[config.mk]
export PLATFORM = sky130hd
export DESIGN_NAME = hbi_host_if
export DESIGN_NICKNAME = d
export VERILOG_FILES = /design/src/rtl/hbi_pkg.sv /design/src/rtl/hbi_sync.sv /design/src/rtl/hbi_par.sv /design/src/rtl/hbi_ser.sv /design/src/rtl/hbi_host_if.sv
export SDC_FILE = /design/constraint.sdc
export NUM_CORES = 1
export LEC_CHECK = 0
export ABC_AREA = 1
export BUFFER_PORTS_ARGS = -buffer_cell sky130_fd_sc_hd__buf_2
export CAP_MARGIN = 20
export CORE_MARGIN = 5
export CORE_UTILIZATION = 59
export DETAILED_ROUTE_END_ITERATION = 8
export PLACE_DENSITY = 0.91
export SLEW_MARGIN = 25
export SYNTH_ARGS = -nofsm -noshare
export SYNTH_HDL_FRONTEND = slang
export SYNTH_SLANG_ARGS = --single-unit
[constraint.sdc]
create_clock -name clk -period 2.85 [get_ports clk]
set_input_delay 0.1425 -clock clk [delete_from_list [all_inputs] [get_ports clk]]
set_output_delay 0.1425 -clock clk [all_outputs]
set_load 0.1 [all_outputs]
[src/rtl/hbi_pkg.sv]
// Package: shared types for the host bus interface.
// Assumes: mode pins are static while chip select is active.
package hbi_pkg;
    typedef enum logic [1:0] {
        BUS_SER3  = 2'b00,
        BUS_SER4  = 2'b01,
        BUS_STRB  = 2'b10,
        BUS_ENQ   = 2'b11
    } bus_mode_e;
endpackage

[src/rtl/hbi_sync.sv]
// Module: hbi_sync
// Two-flop synchroniser for a vector of asynchronous host pins.
// Assumes: bits are sampled independently; multi-bit values are only
// used when the host holds them stable around the qualifying strobe.
module hbi_sync #(
    parameter int          W       = 12,
    parameter logic [W-1:0] RST_VAL = '0
) (
    input  logic         clk,
    input  logic         rst_n,
    input  logic [W-1:0] d_async,
    output logic [W-1:0] q_sync
);
    logic [W-1:0] meta_q;

    // Purpose: two register stages toward the system clock.
    always_ff @(posedge clk) begin
        if (!rst_n) begin
            meta_q <= RST_VAL;
            q_sync <= RST_VAL;
        end else begin
            meta_q <= d_async;
            q_sync <= meta_q;
        end
    end
endmodule

[src/rtl/hbi_par.sv]
// Module: hbi_par
// Parallel bus engine for the enable-qualified and strobed styles.
// Captures writes on the strobe edge and flags reads.
// Assumes: inputs are already synchronised; data held stable across the strobe.
module hbi_par #(
    parameter int DATA_W = 8
) (
    input  logic              clk,
    input  logic              rst_n,
    input  logic              enable,
    input  logic              enq_style,
    input  logic              cs_s,
    input  logic              rs_s,
    input  logic              rw_s,
    input  logic              en_s,
    input  logic [DATA_W-1:0] db_s,
    output logic              wr_valid,
    output logic [DATA_W-1:0] wr_byte,
    output logic              wr_dc,
    output logic              rd_req,
    output logic              rd_active
);
    logic rw_q, en_q;
    logic wr_edge, rd_edge;

    // Purpose: pick the write and read start events for the active style.
    always_comb begin
        if (enq_style) begin
            wr_edge = en_q && !en_s && !rw_s;
            rd_edge = !en_q && en_s && rw_s;
        end else begin
            wr_edge = !rw_q && rw_s;
            rd_edge = en_q && !en_s;
        end
    end

    // Purpose: read window level that drives the bus enable.
    assign rd_active = enable && !cs_s && (enq_style ? (rw_s && en_s) : !en_s);

    // Purpose: previous strobe levels for edge detection.
    always_ff @(posedge clk) begin
        if (!rst_n) begin
            rw_q <= 1'b1;
            en_q <= 1'b0;
        end else begin
            rw_q <= rw_s;
            en_q <= en_s;
        end
    end

    // Purpose: register write strobe, byte, flag and read request.
    always_ff @(posedge clk) begin
        if (!rst_n) begin
            wr_valid <= 1'b0;
            wr_byte  <= '0;
            wr_dc    <= 1'b0;
            rd_req   <= 1'b0;
        end else begin
            wr_valid <= 1'b0;
            rd_req   <= 1'b0;
            if (enable && !cs_s && wr_edge) begin
                wr_valid <= 1'b1;
                wr_byte  <= db_s;
                wr_dc    <= rs_s;
            end
            if (enable && !cs_s && rd_edge) begin
                rd_req <= 1'b1;
            end
        end
    end

    assert_par_pulse_R12: assert property (@(posedge clk) disable iff (!rst_n)
        wr_valid |=> !wr_valid);
    assert_rdreq_pulse_R13: assert property (@(posedge clk) disable iff (!rst_n)
        rd_req |=> !rd_req);
endmodule

[src/rtl/hbi_ser.sv]
// Module: hbi_ser
// Serial shifter for the four-wire and three-wire styles.
// Shifts MSB first on rising serial clock; the three-wire frame leads with a flag bit.
// Assumes: inputs synchronised; serial clock slow against the system clock.
module hbi_ser #(
    parameter int DATA_W = 8
) (
    input  logic              clk,
    input  logic              rst_n,
    input  logic              enable,
    input  logic              three_wire,
    input  logic              cs_s,
    input  logic              rs_s,
    input  logic              sclk_s,
    input  logic              sdi_s,
    output logic              wr_valid,
    output logic [DATA_W-1:0] wr_byte,
    output logic              wr_dc
);
    localparam int CW = $clog2(DATA_W + 1);
    localparam logic [CW-1:0] LAST_4W = CW'(DATA_W - 1);
    localparam logic [CW-1:0] LAST_3W = CW'(DATA_W);

    logic [CW-1:0]     cnt_q;
    logic [DATA_W-1:0] sh_q;
    logic              dc_q;
    logic              sclk_q;
    logic              sclk_rise;
    logic [CW-1:0]     last_bit;
    logic [DATA_W-1:0] next_sh;

    assign sclk_rise = sclk_s && !sclk_q;
    assign last_bit  = three_wire ? LAST_3W : LAST_4W;
    assign next_sh   = {sh_q[DATA_W-2:0], sdi_s};

    // Purpose: previous serial clock level.
    always_ff @(posedge clk) begin
        if (!rst_n) sclk_q <= 1'b0;
        else        sclk_q <= sclk_s;
    end

    // Purpose: bit counter, shift register and byte emission.
    always_ff @(posedge clk) begin
        if (!rst_n) begin
            cnt_q    <= '0;
            sh_q     <= '0;
            dc_q     <= 1'b0;
            wr_valid <= 1'b0;
            wr_byte  <= '0;
            wr_dc    <= 1'b0;
        end else begin
            wr_valid <= 1'b0;
            if (!enable || cs_s) begin
                cnt_q <= '0;
            end else if (sclk_rise) begin
                if (three_wire && cnt_q == '0) begin
                    dc_q  <= sdi_s;
                    cnt_q <= cnt_q + 1'b1;
                end else begin
                    sh_q <= next_sh;
                    if (cnt_q == last_bit) begin
                        wr_valid <= 1'b1;
                        wr_byte  <= next_sh;
                        wr_dc    <= three_wire ? dc_q : rs_s;
                        cnt_q    <= '0;
                    end else begin
                        cnt_q <= cnt_q + 1'b1;
                    end
                end
            end
        end
    end

    assert_cnt_bound_R9: assert property (@(posedge clk) disable iff (!rst_n)
        cnt_q <= LAST_3W);
    assert_abort_clear_R10: assert property (@(posedge clk) disable iff (!rst_n)
        (cs_s || !enable) |=> cnt_q == '0);
    assert_ser_pulse_R12: assert property (@(posedge clk) disable iff (!rst_n)
        wr_valid |=> !wr_valid);
endmodule

[src/rtl/hbi_host_if.sv]
// Module: hbi_host_if (top)
// Host bus front end: synchronises pins, decodes the bus style and
// merges parallel and serial writes into one byte stream.
// Assumes: mode pins change only while cs_n is high.
module hbi_host_if #(
    parameter int DATA_W = 8
) (
    input  logic              clk,
    input  logic              rst_n,
    input  logic              mode_a,
    input  logic              mode_b,
    input  logic              cs_n,
    input  logic              rs,
    input  logic              rw_wr,
    input  logic              en_rd,
    input  logic [DATA_W-1:0] db_in,
    output logic [DATA_W-1:0] db_out,
    output logic              db_oe,
    input  logic [DATA_W-1:0] rd_data,
    output logic              rd_req,
    output logic              wr_valid,
    output logic [DATA_W-1:0] wr_byte,
    output logic              wr_is_data
);
    import hbi_pkg::*;

    localparam int SW = DATA_W + 4;
    localparam logic [SW-1:0] SYNC_RST = {1'b1, 1'b0, 1'b1, 1'b0, {DATA_W{1'b0}}};

    bus_mode_e         mode;
    logic              par_en, ser_en, enq_style, three_wire;
    logic [SW-1:0]     pins_s;
    logic              cs_s, rs_s, rw_s, en_s;
    logic [DATA_W-1:0] db_s;
    logic              p_valid, s_valid, p_dc, s_dc, p_rd;
    logic [DATA_W-1:0] p_byte, s_byte;

    // Purpose: decode the static bus style.
    always_comb begin
        mode       = bus_mode_e'({mode_a, mode_b});
        par_en     = (mode == BUS_ENQ) || (mode == BUS_STRB);
        ser_en     = !par_en;
        enq_style  = (mode == BUS_ENQ);
        three_wire = (mode == BUS_SER3);
    end

    hbi_sync #(.W(SW), .RST_VAL(SYNC_RST)) u_sync (
        .clk     (clk),
        .rst_n   (rst_n),
        .d_async ({cs_n, rs, rw_wr, en_rd, db_in}),
        .q_sync  (pins_s)
    );

    assign {cs_s, rs_s, rw_s, en_s, db_s} = pins_s;

    hbi_par #(.DATA_W(DATA_W)) u_par (
        .clk       (clk),
        .rst_n     (rst_n),
        .enable    (par_en),
        .enq_style (enq_style),
        .cs_s      (cs_s),
        .rs_s      (rs_s),
        .rw_s      (rw_s),
        .en_s      (en_s),
        .db_s      (db_s),
        .wr_valid  (p_valid),
        .wr_byte   (p_byte),
        .wr_dc     (p_dc),
        .rd_req    (rd_req),
        .rd_active (p_rd)
    );

    hbi_ser #(.DATA_W(DATA_W)) u_ser (
        .clk        (clk),
        .rst_n      (rst_n),
        .enable     (ser_en),
        .three_wire (three_wire),
        .cs_s       (cs_s),
        .rs_s       (rs_s),
        .sclk_s     (db_s[DATA_W-2]),
        .sdi_s      (db_s[DATA_W-1]),
        .wr_valid   (s_valid),
        .wr_byte    (s_byte),
        .wr_dc      (s_dc)
    );

    // Purpose: merge the two write sources and drive the read bus.
    always_comb begin
        wr_valid   = p_valid || s_valid;
        wr_byte    = p_valid ? p_byte : s_byte;
        wr_is_data = p_valid ? p_dc : s_dc;
        db_oe      = rst_n && p_rd;
        db_out     = rd_data;
    end

    assert_serial_no_drive_R8: assert property (@(posedge clk) disable iff (!rst_n)
        (!mode_a) |-> !db_oe);
    assert_cs_quiet_R2: assert property (@(posedge clk) disable iff (!rst_n)
        cs_s |=> !wr_valid);
    assert_one_source_R12: assert property (@(posedge clk) disable iff (!rst_n)
        !(p_valid && s_valid));
endmodule

==> results list <==
- In this run the cell area of the synthesized design comes to ~2500 sq um.
- The cell sitting at the root of the clock tree is a clkbuf_8.
- Effective utilization at floorplan: between 60% and 70%
- Counting every instance in the synthesized netlist gives around 310.
- The worst register-to-register path begins at u_ser.cnt_q[0].
- In this run the worst path has a maximum fanout of 18.
- Dividing the detail-routed wire length by the instance count gives roughly 11 um.
- By area the synthesized netlist is led by dfxtp_1 (49%), nand2_1 (9.9%), inv_1 (8.5%).
- Measured against its own limit, the worst slew margin works out to between 60% and 70%.
- Once detailed placement completed, the half-perimeter wirelength came to 2970 um.
* DRC Markers: 0
- Share of cells above drive strength 1: around 23%
* Weighted congestion at the end of routability-driven global placement: around 0.84
* Flip-flop and latch count after synthesis: 60
* I/O pin count: between 40 and 50
* Clock sinks: 60
- Routed vias/inst: roughly 4.7
- Total Nets Final: approximately 370
- Number of max-slew violations in the final report: 0
- Setup repair after global routing missed its margin: no
- Setup violations remaining at the end of the flow were counted as 0.
- Buffers on Ports: 27
* Worst slack at placement: ~1.3 ns
- Ant diodes: 0
* Die height: roughly 75 um
* Largest net degree at the start of global routing: 49
* Die Footprint: 5580 sq um
- The final critical path takes up between 60% and 70% of the cycle.
- Cells fill between 70% and 80% of the core in the end.
- The worst register-to-register path ends at u_ser.wr_byte[7].
- The worst-case IR drop observed on VDD is around 480 uV.
- The number of failing hold endpoints at the final stage was 0.
* Number of gates given a new drive strength after cts: 0
- Timing would allow up to approximately 540 MHz.
* Register area share after synthesis: 48.7%
* Number of antenna-violating nets in the routed design: 0
- Latest clock arrival within the worst-skew pair: between 0.3 and 0.4 ns
* Final TNS setup: 0 ns
* Clock-pin slew on the worst setup and hold paths: about 0.060 ns
- Measured in cells, the most critical reg-to-reg path has a length of 8.
- Initial antenna violation count: 0
- Max-cap violations: 0
- The netlist uses 29 different library cells.
- For hold timing, the worst endpoint is u_sync.meta_q[6].
- Type of the worst min-delay path: in -> reg
* CTS H-tree lvls: 3
- The first global-routing pass estimated around 7700 um of wire.
* Max clock buf depth: 2
* Yosys Warn Count: 0
- Global routing used a little under a fifth of the available tracks across all layers.
- Actual transition at the worst max-transition pin: ~0.49 ns
- The average instance in the mapped netlist occupies between 8 and 9 sq um.
- Die width: 74.7 um
- Dividing total power by cell area gives a power density of ~580 nW/um^2.
- The largest total area in the synthesized netlist belongs to dfxtp_1.
- Hold-critical path depth: 3
- Cts bufs inserted: 9
- Clock tree from TritonCTS: yes
* First-iteration detailed-routing DRC count: around 120
- The smallest clock period supported by the final layout is computed as about 1.8 ns.
* Final standard cell area without fillers: 2840 sq um
- The worst setup path is of the reg -> out kind.
- STA puts the critical path data arrival time at about 1.7 ns.
- The placed instances occupy a cell area of between 2000 and 3000 sq um.
- After floorplanning, the core was sized to cover approximately 4000 sq um.
- Minimum setup slack among reg-to-reg paths: 1.29 ns
* Maximum clock skew at final layout: 0.00415 ns
* Cell breakdown of the critical path: clkinv_1, o21ai_0, buf_2
- CP endpoint kind: output port
* Wire length reported by the detailed router: between 4000 and 5000 um
* Endpoint required time on the critical path: 2.71 ns
- Leakage power: ~1.4 nW
- On the critical path the largest part of the delay comes from buffers and inverters.
* Overflow left after global routing: 0
- In this run the most critical hold path is launched from db_in[6].
- Critical Path Max Stage Delay: around 0.46 ns
- Setup slack on the critical path of the routed design comes to between 1 and 1.5 ns.
- Post-Syn Nets: 334
- Among all stages on the critical path, the largest delay is contributed by buf_2.
- The flow ran to the end, and the final reports show no timing, DRC or antenna violations.
* Layout Area Growth over Synthesis: 15.0%
* Launching element type of the critical path: register
* Number of rows created at floorplan: 23
- Number of buffer and inverter instances along the worst setup path: 2
- Counting the fill cells in the layout gives 330.
- The number of global-route vias before repair came to around 1800.
- Number of vias in the routed layout: about 1800
- The first detailed-routing pass took 4 iterations.
- Area share of the largest cell type after synthesis: a little under 50%
==> cell usage in the layout (no fill, tap or decap), types with 2 or more instances in the layout <==
cell type,count
a21oi_1,12
a21oi_2,14
buf_2,27
clkbuf_8,12
clkinv_1,2
dfxtp_1,60
dlygate4sd3_1,11
ha_1,2
inv_1,56
inv_2,3
nand2_1,65
nand2_2,3
nand3_1,9
nand3_2,2
nor2_1,15
nor2_2,3
o21ai_0,15
o21ai_1,12
or2_2,6
xor2_1,3
==> worst reg2reg max path, stage by stage (launching register included) <==
cell     delay (ns)
dfxtp_1        0.38
inv_1          0.08
ha_1           0.21
nand3_2        0.10
nand2_2        0.17
inv_2          0.27
nand3_1        0.12
nand2_1        0.08
nor2_1         0.04
==> report_power, final <==
group	internal, mW	total, mW	leakage [nW]	switching (mW)
Sequential	0.859	0.868	0.489	0.00838
Clock	0.377	0.676	0.0876	0.298
Combinational	0.0395	0.0970	0.792	0.0575
Total	1.28	1.64	1.37	0.364
==> through the flow <==
stage               power (mW)  hold slack [ns]  std cells
floorplan                 1.00            0.240        308
global placement         0.967            0.286        368
detailed placement       0.971            0.286        368
CTS                       1.65           0.0163        393
global route              1.70           0.0183        393
finish                    1.64           0.0250        393
==> worst max-delay path by stage <==
stage,startpoint,end,slack [ns],depth (start not counted)
6_report,u_par.wr_valid,wr_byte[1],1.01,3
3_5_place_dp,u_ser.cnt_q[0],u_ser.wr_byte[6],1.31,8
3_3_place_gp,u_par.wr_valid,wr_byte[1],1.37,3
2_1_floorplan,u_par.wr_valid,wr_byte[0],-0.09,3
4_1_cts,u_par.wr_valid,wr_byte[1],0.98,3
5_1_grt,u_par.wr_valid,wr_is_data,0.82,3
==> flip-flops by register name (all words and copies together), names as in the netlist, 4 cells and up <==
name,cells
u_par.wr_byte,8
u_sync.meta_q,12
u_ser.sh_q,7
u_ser.wr_byte,8
u_sync.q_sync,12
u_ser.cnt_q,4
==> cell usage after synthesis <==
| cell type | count |
|---|---|
| buf_4 | 9 |
| a21oi_1 | 12 |
| xor2_1 | 3 |
| nor2_1 | 15 |
| nor2_4 | 1 |
| inv_1 | 56 |
| nand2_4 | 1 |
| nand3_2 | 2 |
| dfxtp_1 | 60 |
| nand3b_1 | 1 |
| buf_6 | 3 |
| clkinv_1 | 2 |
| ha_1 | 2 |
| buf_2 | 2 |
| a211oi_1 | 2 |
| nor2_8 | 1 |
| o21bai_4 | 1 |
| inv_2 | 3 |
| nand3_1 | 9 |
| or2_2 | 6 |
| nand2_2 | 3 |
| clkbuf_1 | 3 |
| o21ai_1 | 12 |
| nor2_2 | 3 |
| nand3_4 | 1 |
| buf_1 | 1 |
| nand2_1 | 65 |
| a21oi_2 | 14 |
| o21ai_0 | 15 |
==> routing by layer <==
layer / global-route usage [%] / up-vias / share of wire, %
met2: 30.7 / 37 / 49
met3: 5.07 / 8 / 4.7
li1: - / 990 / -
met4: 9.29 / 0 / 1.6
met5: 0 / - / 0
met1: 21.6 / 797 / 45
==> final cells by class <==
| type | instances | area [sq um] | share of cell area, % |
|---|---|---|---|
| timing repair buffer | 39 | 253 | 8.91 |
| clock inverter | 1 | 7.51 | 0.265 |
| tap | 50 | 62.6 | 2.20 |
| multi-input combinational | 169 | 916 | 32.3 |
| inverter | 61 | 229 | 8.07 |
| clock buffer | 13 | 169 | 5.95 |
| sequential | 60 | 1200 | 42.3 |
==> what timing repair did <==
action                                 CTS  global route
endpoints found under the hold margin   11             0
hold buffers                            11             0
buffers inserted                         0             0
==> kinds of logic after synthesis <==
kind of cell / count (synthesis) / share of synthesized area (%)
and+or+nand+nor: 108 / 20.6
adders and majority gates: 2 / 1.01
buffers and inverters: 79 / 14.4
DFF: 60 / 48.7
AOI/OAI and AO/OA: 56 / 14.2
xor gates and xnor gates: 3 / 1.07
(Power assumes the default switching activity.)
